<file path="src/rtl/lbg_pkg.sv">
package lbg_pkg;
  localparam int unsigned N_HTOG = 6;

  typedef enum logic [1:0] {
    ALT_OFF  = 2'd0,
    ALT_ODDA = 2'd1,
    ALT_EVNA = 2'd2,
    ALT_EVNB = 2'd3
  } alt_e;

  // bit k enables toggle k+1; group A = toggles 1-2, group B = toggles 3-6
  function automatic logic [N_HTOG-1:0] hblk_en(input logic [1:0] alt, input logic odd);
    logic use_a;
    if (alt_e'(alt) == ALT_OFF) return '1;
    use_a = (alt_e'(alt) == ALT_ODDA) ? odd : ~odd;
    return use_a ? 6'b000011 : 6'b111100;
  endfunction
endpackage

</file>
<file path="src/rtl/lbg_line_cnt.sv">
module lbg_line_cnt #(
  parameter int unsigned CNT_W  = 12,
  parameter int unsigned HD_LAG = 17
) (
  input  logic             clk_i,
  input  logic             rst_ni,
  input  logic             hd_ni,
  output logic [CNT_W-1:0] cnt_o
);
  localparam int unsigned LAG_W = $clog2(HD_LAG + 1);
  localparam logic [CNT_W-1:0] CNT_MAX = '1;

  logic             hd_prev_q, pend_q, hd_fall, load;
  logic [LAG_W-1:0] lag_q;
  logic [CNT_W-1:0] cnt_q;

  assign hd_fall = hd_prev_q & ~hd_ni;
  assign load    = pend_q && (lag_q == '0);

  always_ff @(posedge clk_i or negedge rst_ni) begin
    if (!rst_ni) begin
      hd_prev_q <= 1'b1;
      pend_q    <= 1'b0;
      lag_q     <= '0;
      cnt_q     <= CNT_MAX;
    end else begin
      hd_prev_q <= hd_ni;
      if (hd_fall) begin
        pend_q <= 1'b1;
        lag_q  <= LAG_W'(HD_LAG - 1);
      end else if (pend_q) begin
        if (lag_q == '0) pend_q <= 1'b0;
        else             lag_q  <= lag_q - 1'b1;
      end
      if (load)                cnt_q <= '0;
      else if (cnt_q != CNT_MAX) cnt_q <= cnt_q + 1'b1;
    end
  end

  assign cnt_o = cnt_q;


  lag_restart_chk: assert property (@(posedge clk_i) disable iff (!rst_ni)
    hd_fall |=> (pend_q && lag_q == LAG_W'(HD_LAG - 1)));

  cnt_step_chk: assert property (@(posedge clk_i) disable iff (!rst_ni)
    (!load && cnt_q != CNT_MAX) |=> (cnt_q == $past(cnt_q) + 1'b1));

  cnt_hold_chk: assert property (@(posedge clk_i) disable iff (!rst_ni)
    (!load && cnt_q == CNT_MAX) |=> (cnt_q == CNT_MAX));
endmodule

</file>
<file path="src/rtl/lbg_tog_level.sv">
module lbg_tog_level #(
  parameter int unsigned CNT_W = 12,
  parameter int unsigned N_TOG = 2
) (
  input  logic [CNT_W-1:0]            cnt_i,
  input  logic                        start_i,
  input  logic [N_TOG-1:0][CNT_W-1:0] tog_i,
  input  logic [N_TOG-1:0]            en_i,
  output logic                        level_o
);
  localparam logic [CNT_W-1:0] CNT_MAX = '1;

  // level = start inverted once per reached toggle; all-ones toggle is inert
  always_comb begin
    level_o = start_i;
    for (int k = 0; k < N_TOG; k++) begin
      if (en_i[k] && (tog_i[k] != CNT_MAX) && (cnt_i >= tog_i[k])) level_o = ~level_o;
    end
  end
endmodule

</file>
<file path="src/rtl/lbg_slot_mux.sv">
module lbg_slot_mux #(
  parameter int unsigned W     = 8,
  parameter int unsigned N     = 10,
  parameter int unsigned SEL_W = 4
) (
  input  logic [N-1:0][W-1:0] slots_i,
  input  logic [SEL_W-1:0]    sel_i,
  output logic [W-1:0]        slot_o
);
  // out-of-range select falls back to slot 0
  always_comb begin
    slot_o = slots_i[0];
    for (int k = 1; k < N; k++) begin
      if (sel_i == SEL_W'(k)) slot_o = slots_i[k];
    end
  end
endmodule

</file>
<file path="src/rtl/lbg_h_mask.sv">
module lbg_h_mask (
  input  logic clk_i,
  input  logic rst_ni,
  input  logic hblk_i,
  input  logic mask_i,
  input  logic h1_src_i,
  input  logic h3_src_i,
  output logic h1_o,
  output logic h2_o,
  output logic h3_o,
  output logic h4_o
);
  assign h1_o = hblk_i ? mask_i : h1_src_i;
  assign h3_o = hblk_i ? mask_i : h3_src_i;
  assign h2_o = ~h1_o;
  assign h4_o = ~h3_o;


  h_pair_chk: assert property (@(posedge clk_i) disable iff (!rst_ni)
    (h2_o != h1_o) && (h4_o != h3_o));

  h_forced_chk: assert property (@(posedge clk_i) disable iff (!rst_ni)
    hblk_i |-> (h1_o == mask_i && h3_o == mask_i));
endmodule

</file>
<file path="src/rtl/line_blank_gen.sv">
module line_blank_gen
  import lbg_pkg::*;
#(
  parameter int unsigned CNT_W   = 12,
  parameter int unsigned NUM_SEQ = 10,
  parameter int unsigned HD_LAG  = 17,
  localparam int unsigned SEL_W  = (NUM_SEQ > 1) ? $clog2(NUM_SEQ) : 1
) (
  input  logic                                    clk_i,
  input  logic                                    rst_ni,
  input  logic                                    hd_ni,
  input  logic                                    odd_line_i,
  input  logic [SEL_W-1:0]                        seq_sel_i,
  input  logic                                    h1_src_i,
  input  logic                                    h3_src_i,
  input  logic [NUM_SEQ-1:0]                      clpob_spol_i,
  input  logic [NUM_SEQ-1:0][CNT_W-1:0]           clpob_tog1_i,
  input  logic [NUM_SEQ-1:0][CNT_W-1:0]           clpob_tog2_i,
  input  logic [NUM_SEQ-1:0]                      pblk_spol_i,
  input  logic [NUM_SEQ-1:0][CNT_W-1:0]           pblk_tog1_i,
  input  logic [NUM_SEQ-1:0][CNT_W-1:0]           pblk_tog2_i,
  input  logic [NUM_SEQ-1:0][N_HTOG-1:0][CNT_W-1:0] hblk_tog_i,
  input  logic [NUM_SEQ-1:0][1:0]                 hblk_alt_i,
  input  logic [NUM_SEQ-1:0]                      hblk_mask_i,
  output logic                                    clpob_no,
  output logic                                    pblk_no,
  output logic                                    hblk_o,
  output logic                                    h1_o,
  output logic                                    h2_o,
  output logic                                    h3_o,
  output logic                                    h4_o
);
  localparam int unsigned AFE_W   = 2 * CNT_W + 1;
  localparam int unsigned OFF_HT  = 2 * AFE_W;
  localparam int unsigned OFF_ALT = OFF_HT + N_HTOG * CNT_W;
  localparam int unsigned OFF_MSK = OFF_ALT + 2;
  localparam int unsigned SLOT_W  = OFF_MSK + 1;

  logic [NUM_SEQ-1:0][SLOT_W-1:0] slots;
  logic [SLOT_W-1:0]              act;
  logic [CNT_W-1:0]               cnt;
  logic [1:0]                     afe_lvl;
  logic                           hblk_lvl;
  logic [N_HTOG-1:0][CNT_W-1:0]   htog;
  logic [1:0]                     afe_q;
  logic                           hblk_q, mask_q;

  for (genvar s = 0; s < NUM_SEQ; s++) begin : g_slot
    assign slots[s] = {hblk_mask_i[s], hblk_alt_i[s], hblk_tog_i[s],
                       pblk_spol_i[s], pblk_tog2_i[s], pblk_tog1_i[s],
                       clpob_spol_i[s], clpob_tog2_i[s], clpob_tog1_i[s]};
  end

  lbg_slot_mux #(.W(SLOT_W), .N(NUM_SEQ), .SEL_W(SEL_W)) u_mux (
    .slots_i (slots),
    .sel_i   (seq_sel_i),
    .slot_o  (act)
  );

  lbg_line_cnt #(.CNT_W(CNT_W), .HD_LAG(HD_LAG)) u_cnt (
    .clk_i  (clk_i),
    .rst_ni (rst_ni),
    .hd_ni  (hd_ni),
    .cnt_o  (cnt)
  );

  // k=0 clamp, k=1 pre-blank
  for (genvar k = 0; k < 2; k++) begin : g_afe
    logic [1:0][CNT_W-1:0] tog;
    assign tog = {act[k*AFE_W + CNT_W +: CNT_W], act[k*AFE_W +: CNT_W]};
    lbg_tog_level #(.CNT_W(CNT_W), .N_TOG(2)) u_lvl (
      .cnt_i   (cnt),
      .start_i (act[k*AFE_W + 2*CNT_W]),
      .tog_i   (tog),
      .en_i    (2'b11),
      .level_o (afe_lvl[k])
    );
  end

  assign htog = act[OFF_HT +: N_HTOG*CNT_W];

  lbg_tog_level #(.CNT_W(CNT_W), .N_TOG(N_HTOG)) u_hlvl (
    .cnt_i   (cnt),
    .start_i (1'b0),
    .tog_i   (htog),
    .en_i    (hblk_en(act[OFF_ALT +: 2], odd_line_i)),
    .level_o (hblk_lvl)
  );

  always_ff @(posedge clk_i or negedge rst_ni) begin
    if (!rst_ni) begin
      afe_q  <= 2'b11;
      hblk_q <= 1'b0;
      mask_q <= 1'b0;
    end else begin
      afe_q  <= afe_lvl;
      hblk_q <= hblk_lvl;
      mask_q <= act[OFF_MSK];
    end
  end

  assign clpob_no = afe_q[0];
  assign pblk_no  = afe_q[1];
  assign hblk_o   = hblk_q;

  lbg_h_mask u_hmask (
    .clk_i    (clk_i),
    .rst_ni   (rst_ni),
    .hblk_i   (hblk_q),
    .mask_i   (mask_q),
    .h1_src_i (h1_src_i),
    .h3_src_i (h3_src_i),
    .h1_o     (h1_o),
    .h2_o     (h2_o),
    .h3_o     (h3_o),
    .h4_o     (h4_o)
  );


  hblk_line_start_chk: assert property (@(posedge clk_i) disable iff (!rst_ni)
    (cnt == '0 && htog[0] != '0 && htog[1] != '0 && htog[2] != '0 &&
     htog[3] != '0 && htog[4] != '0 && htog[5] != '0) |=> !hblk_o);
endmodule

</file>
<file path="config.mk">
export PLATFORM = sky130hd
export DESIGN_NAME = line_blank_gen
export DESIGN_NICKNAME = d
export VERILOG_FILES = /design/src/rtl/lbg_pkg.sv /design/src/rtl/lbg_line_cnt.sv /design/src/rtl/lbg_tog_level.sv /design/src/rtl/lbg_slot_mux.sv /design/src/rtl/lbg_h_mask.sv /design/src/rtl/line_blank_gen.sv
export SDC_FILE = /design/constraint.sdc
export NUM_CORES = 1
export LEC_CHECK = 0
export CAP_MARGIN = 40
export CORE_AREA = 4 4 499 501
export DETAILED_ROUTE_END_ITERATION = 16
export DIE_AREA = 0 0 503 505
export GPL_ROUTABILITY_DRIVEN = 1
export PLACE_DENSITY = 0.3
export SYNTH_ARGS = -nofsm -noshare
export SYNTH_HDL_FRONTEND = slang
export SYNTH_HIERARCHICAL = 1
export SYNTH_SLANG_ARGS = --single-unit
</file>
<file path="constraint.sdc">
create_clock -name clk_i -period 2.4 [get_ports clk_i]
set_clock_uncertainty 0.15 [all_clocks]
set_input_delay 0.48 -clock clk_i [delete_from_list [all_inputs] [get_ports clk_i]]
set_output_delay 0.48 -clock clk_i [all_outputs]
set_load 0.02 [all_outputs]
</file>
==> reports/results.ini <==
[outcome]
status = finished with violations
violations = negative setup slack

[placement]
place.gp.congestion = 0.8807
post-dp-hpwl_um = 232900
port_buffers = 1266
place_ws_ps = -2483

[final_layout]
syn_to_final_growth_pct = 140.3
final_cell_mix = clkdlybuf4s50_1, buf_4, nand2_1, a21oi_1, o21ai_0
layout-drive-gt1-share_pct = 24.02
final_common_cell = clkdlybuf4s50_1
nNetsFinal = 5841

[routing]
postRouteAntennaNets = 0
viasPerCell = 3.973
drt_iter0_drc = 2215
routed_wl_um = 260800
drc = 0
dr.pass1.iters = 8
wl_per_cell_um = 33.76
vias = 30680

[synthesis]
ys.flop_type = dfstp_2
netlist_area_mm2 = 0.01725
synth.lib_cells_used.distinct = 88
avgSynthCellArea_um2 = 6.414
yosysSeqAreaShare_pct = 3.446
yosysTopAreaCellShare_pct = 8.850
async_flop_share_pct = 100.0
synthCells = 2689
synth-seq-cells = 23
synth_edf_count = 0
synth.area.top_cells = ha_1, a21oi_1, nand2_1
ys_warn_count = 6
yosysTopAreaCell = ha_1

[clock_tree]
cts_buffers = 3
clkSlewWorstSetupHoldPaths_ps = 60
cts_sinks = 23
clk_path_buf_depth = 2
cts_hold_buffers = 0
clockRootBuffer = clkbuf_16
tritoncts = yes
htree_levels = 1
insertion_delay_ps = 270

[global_routing]
grt_util_all_layers_pct = 19.41
antenna_found_initial = 168
grt_overflow = 0
grt_pass1_wl_um = 328500
first_global_vias = 32000
grt_max_degree = 32

[power]
p_leak_nw = 15.53
power.density_mw_per_mm2 = 282.4
ir_drop_uv = 270.6
power_mw = 11.70

[critical_path]
cp-start-kind = input pin
cp_common_cell = buf_12
slowest_delay_ps = 880
worstPathRequired_ps = 2390
path_class = in2reg
critPathTopFamily = compound AO/OA/AOI/OAI gates
critical_path.max_fanout = 8
crit_buf_inv = 7
slowest_stage = a222oi_1
path_cells = buf_8 > buf_12 > nor2b_2 > and2_4 > buf_12 > buf_12 > a222oi_1 > buf_4 > o21ai_4 > buf_12 > inv_2 > ha_4 > nand4_1 > o311ai_2 > o2111ai_1 > xor2_1 > xnor3_1
crit_path_end_kind = flip-flop
worstPathArrival_ps = 4130
r2r_setup_slack_ps = -470

[sta]
final.setup.tns_ps = -4889
finalHoldViolCount = 0
period_minus_slack_ps = 4140
finalCritPeriodShare_pct = 172.5
slew_viol_final = 0
rsz0062_at_grt = yes
fmax_ghz = 0.2416
setup_viol = 6
slew_headroom_pct = 32.25
layout_setup_ws_ps = -1740
tightest_slew_ps = 1016

[floorplanning]
num_rows = 182
die_width_um = 503
start_util_pct = 7.046
fp.dieH_um = 505
core_mm2 = 0.2448
io_pins = 1267
die-area_mm2 = 0.2540

[run]
drv_cap = 0

[hold_path]
holdCritPathClass = reg2reg

## state kept, by name, summed over array words and instances, names as in the netlist
name             cells
u_cnt/lag_q          5
u_cnt/pend_q         1
afe_q                2
hblk_o               1
u_cnt/hd_prev_q      1
mask_q               1
u_cnt/cnt_o         12
## cell type report
type	count	area [µm²]
Fill cell	27850	203400
Inverter	123	493.0
Multi-Input combinational cell	2275	16050
Timing Repair Buffer	2033	20090
Sequential cell	23	598.1
Antenna cell	45	112.6
Clock buffer	4	78.83
Tap cell	3220	4029
## repair_timing
item	4_1_cts	5_1_grt
endpoints found under the setup margin	8	13
buffers inserted	28	19
pin swaps	29	68
gates resized for setup	152	178
cloned	5	1
## synth_stat cells (11+ instances only)
| cell type | count |
|---|---|
| a2111oi_0 | 36 |
| a21oi_1 | 290 |
| nand2_1 | 316 |
| ha_1 | 122 |
| mux2_2 | 47 |
| mux4_2 | 20 |
| a2bb2oi_1 | 19 |
| and3_1 | 14 |
| nor3_1 | 29 |
| o21ai_1 | 53 |
| buf_2 | 91 |
| buf_4 | 21 |
| o211ai_1 | 86 |
| o2bb2ai_1 | 16 |
| a31oi_1 | 120 |
| clkbuf_1 | 130 |
| a222oi_1 | 23 |
| o31ai_1 | 14 |
| dfstp_2 | 15 |
| nand3_1 | 46 |
| nor2b_1 | 11 |
| nand2b_1 | 22 |
| o221ai_1 | 44 |
| a221o_1 | 21 |
| nor2_1 | 187 |
| o22ai_1 | 109 |
| nand4_1 | 35 |
| buf_6 | 11 |
| and2_1 | 42 |
| inv_1 | 122 |
| o21ai_0 | 237 |
| a211oi_1 | 30 |
| mux2i_1 | 92 |
| a22oi_1 | 42 |
| buf_1 | 15 |
| o22a_1 | 37 |
## cell families (layout without fill, tap and decap cells)
logic type / after synthesis / after routing / share of synthesized area (%)
compound gates: 1231 / 1231 / 45.76
xor+xnor: 14 / 14 / 0.7907
fa+ha+maj: 122 / 122 / 8.850
buf+inv: 394 / 2160 / 10.19
flops: 23 / 23 / 3.446
mux: 159 / 159 / 11.02
other cells: 2 / 50 / 0.04354
simple gates: 744 / 744 / 19.90
## report_power, final
group          total [mW]  internal (mW)  switching (mW)
clock network       0.391          0.228           0.163
logic                10.6           5.31            5.27
registers           0.738          0.556           0.182
total                11.7           6.09            5.61
## routing by layer
layer,wire (µm),part of all wire (%),up-vias,GRT usage [%]
met4,7979,3.1,86,4.259
met3,18000,6.9,351,4.209
met5,568,0.22,-,0
met2,129100,50,1577,35.44
li1,-,-,13910,-
met1,105100,40,14760,22.98
## worst paths after layout
path	end	from	depth (start not counted)
setup / recovery	hblk_o	seq_sel_i[0]	17
min in group asynchronous	hblk_o	rst_ni	2
hold reg to reg	u_cnt/lag_q[4]	u_cnt/lag_q[4]	1
max in group asynchronous	u_cnt/hd_prev_q	rst_ni	2
setup reg to reg	hblk_o	u_cnt/cnt_o[0]	10
hold / removal	u_cnt/lag_q[4]	u_cnt/lag_q[4]	1
## metrics by stage
| stage | cells | utilization (%) | cell area (µm²) | hold WS (ps) |
|---|---|---|---|---|
| after floorplan | 2692 | - | 17560 | 34.41 |
| after CTS | 7667 | 16.55 | 40520 | 384.2 |
| final | 7723 | 16.93 | 41450 | 380.3 |
| after global routing | 7704 | 16.91 | 41400 | 420.4 |
| after global placement | 7627 | 16.09 | 39400 | 364.8 |
| after detailed placement | 7630 | 16.10 | 39410 | 368.2 |
Note: power is estimated with default switching activity, not from simulation.
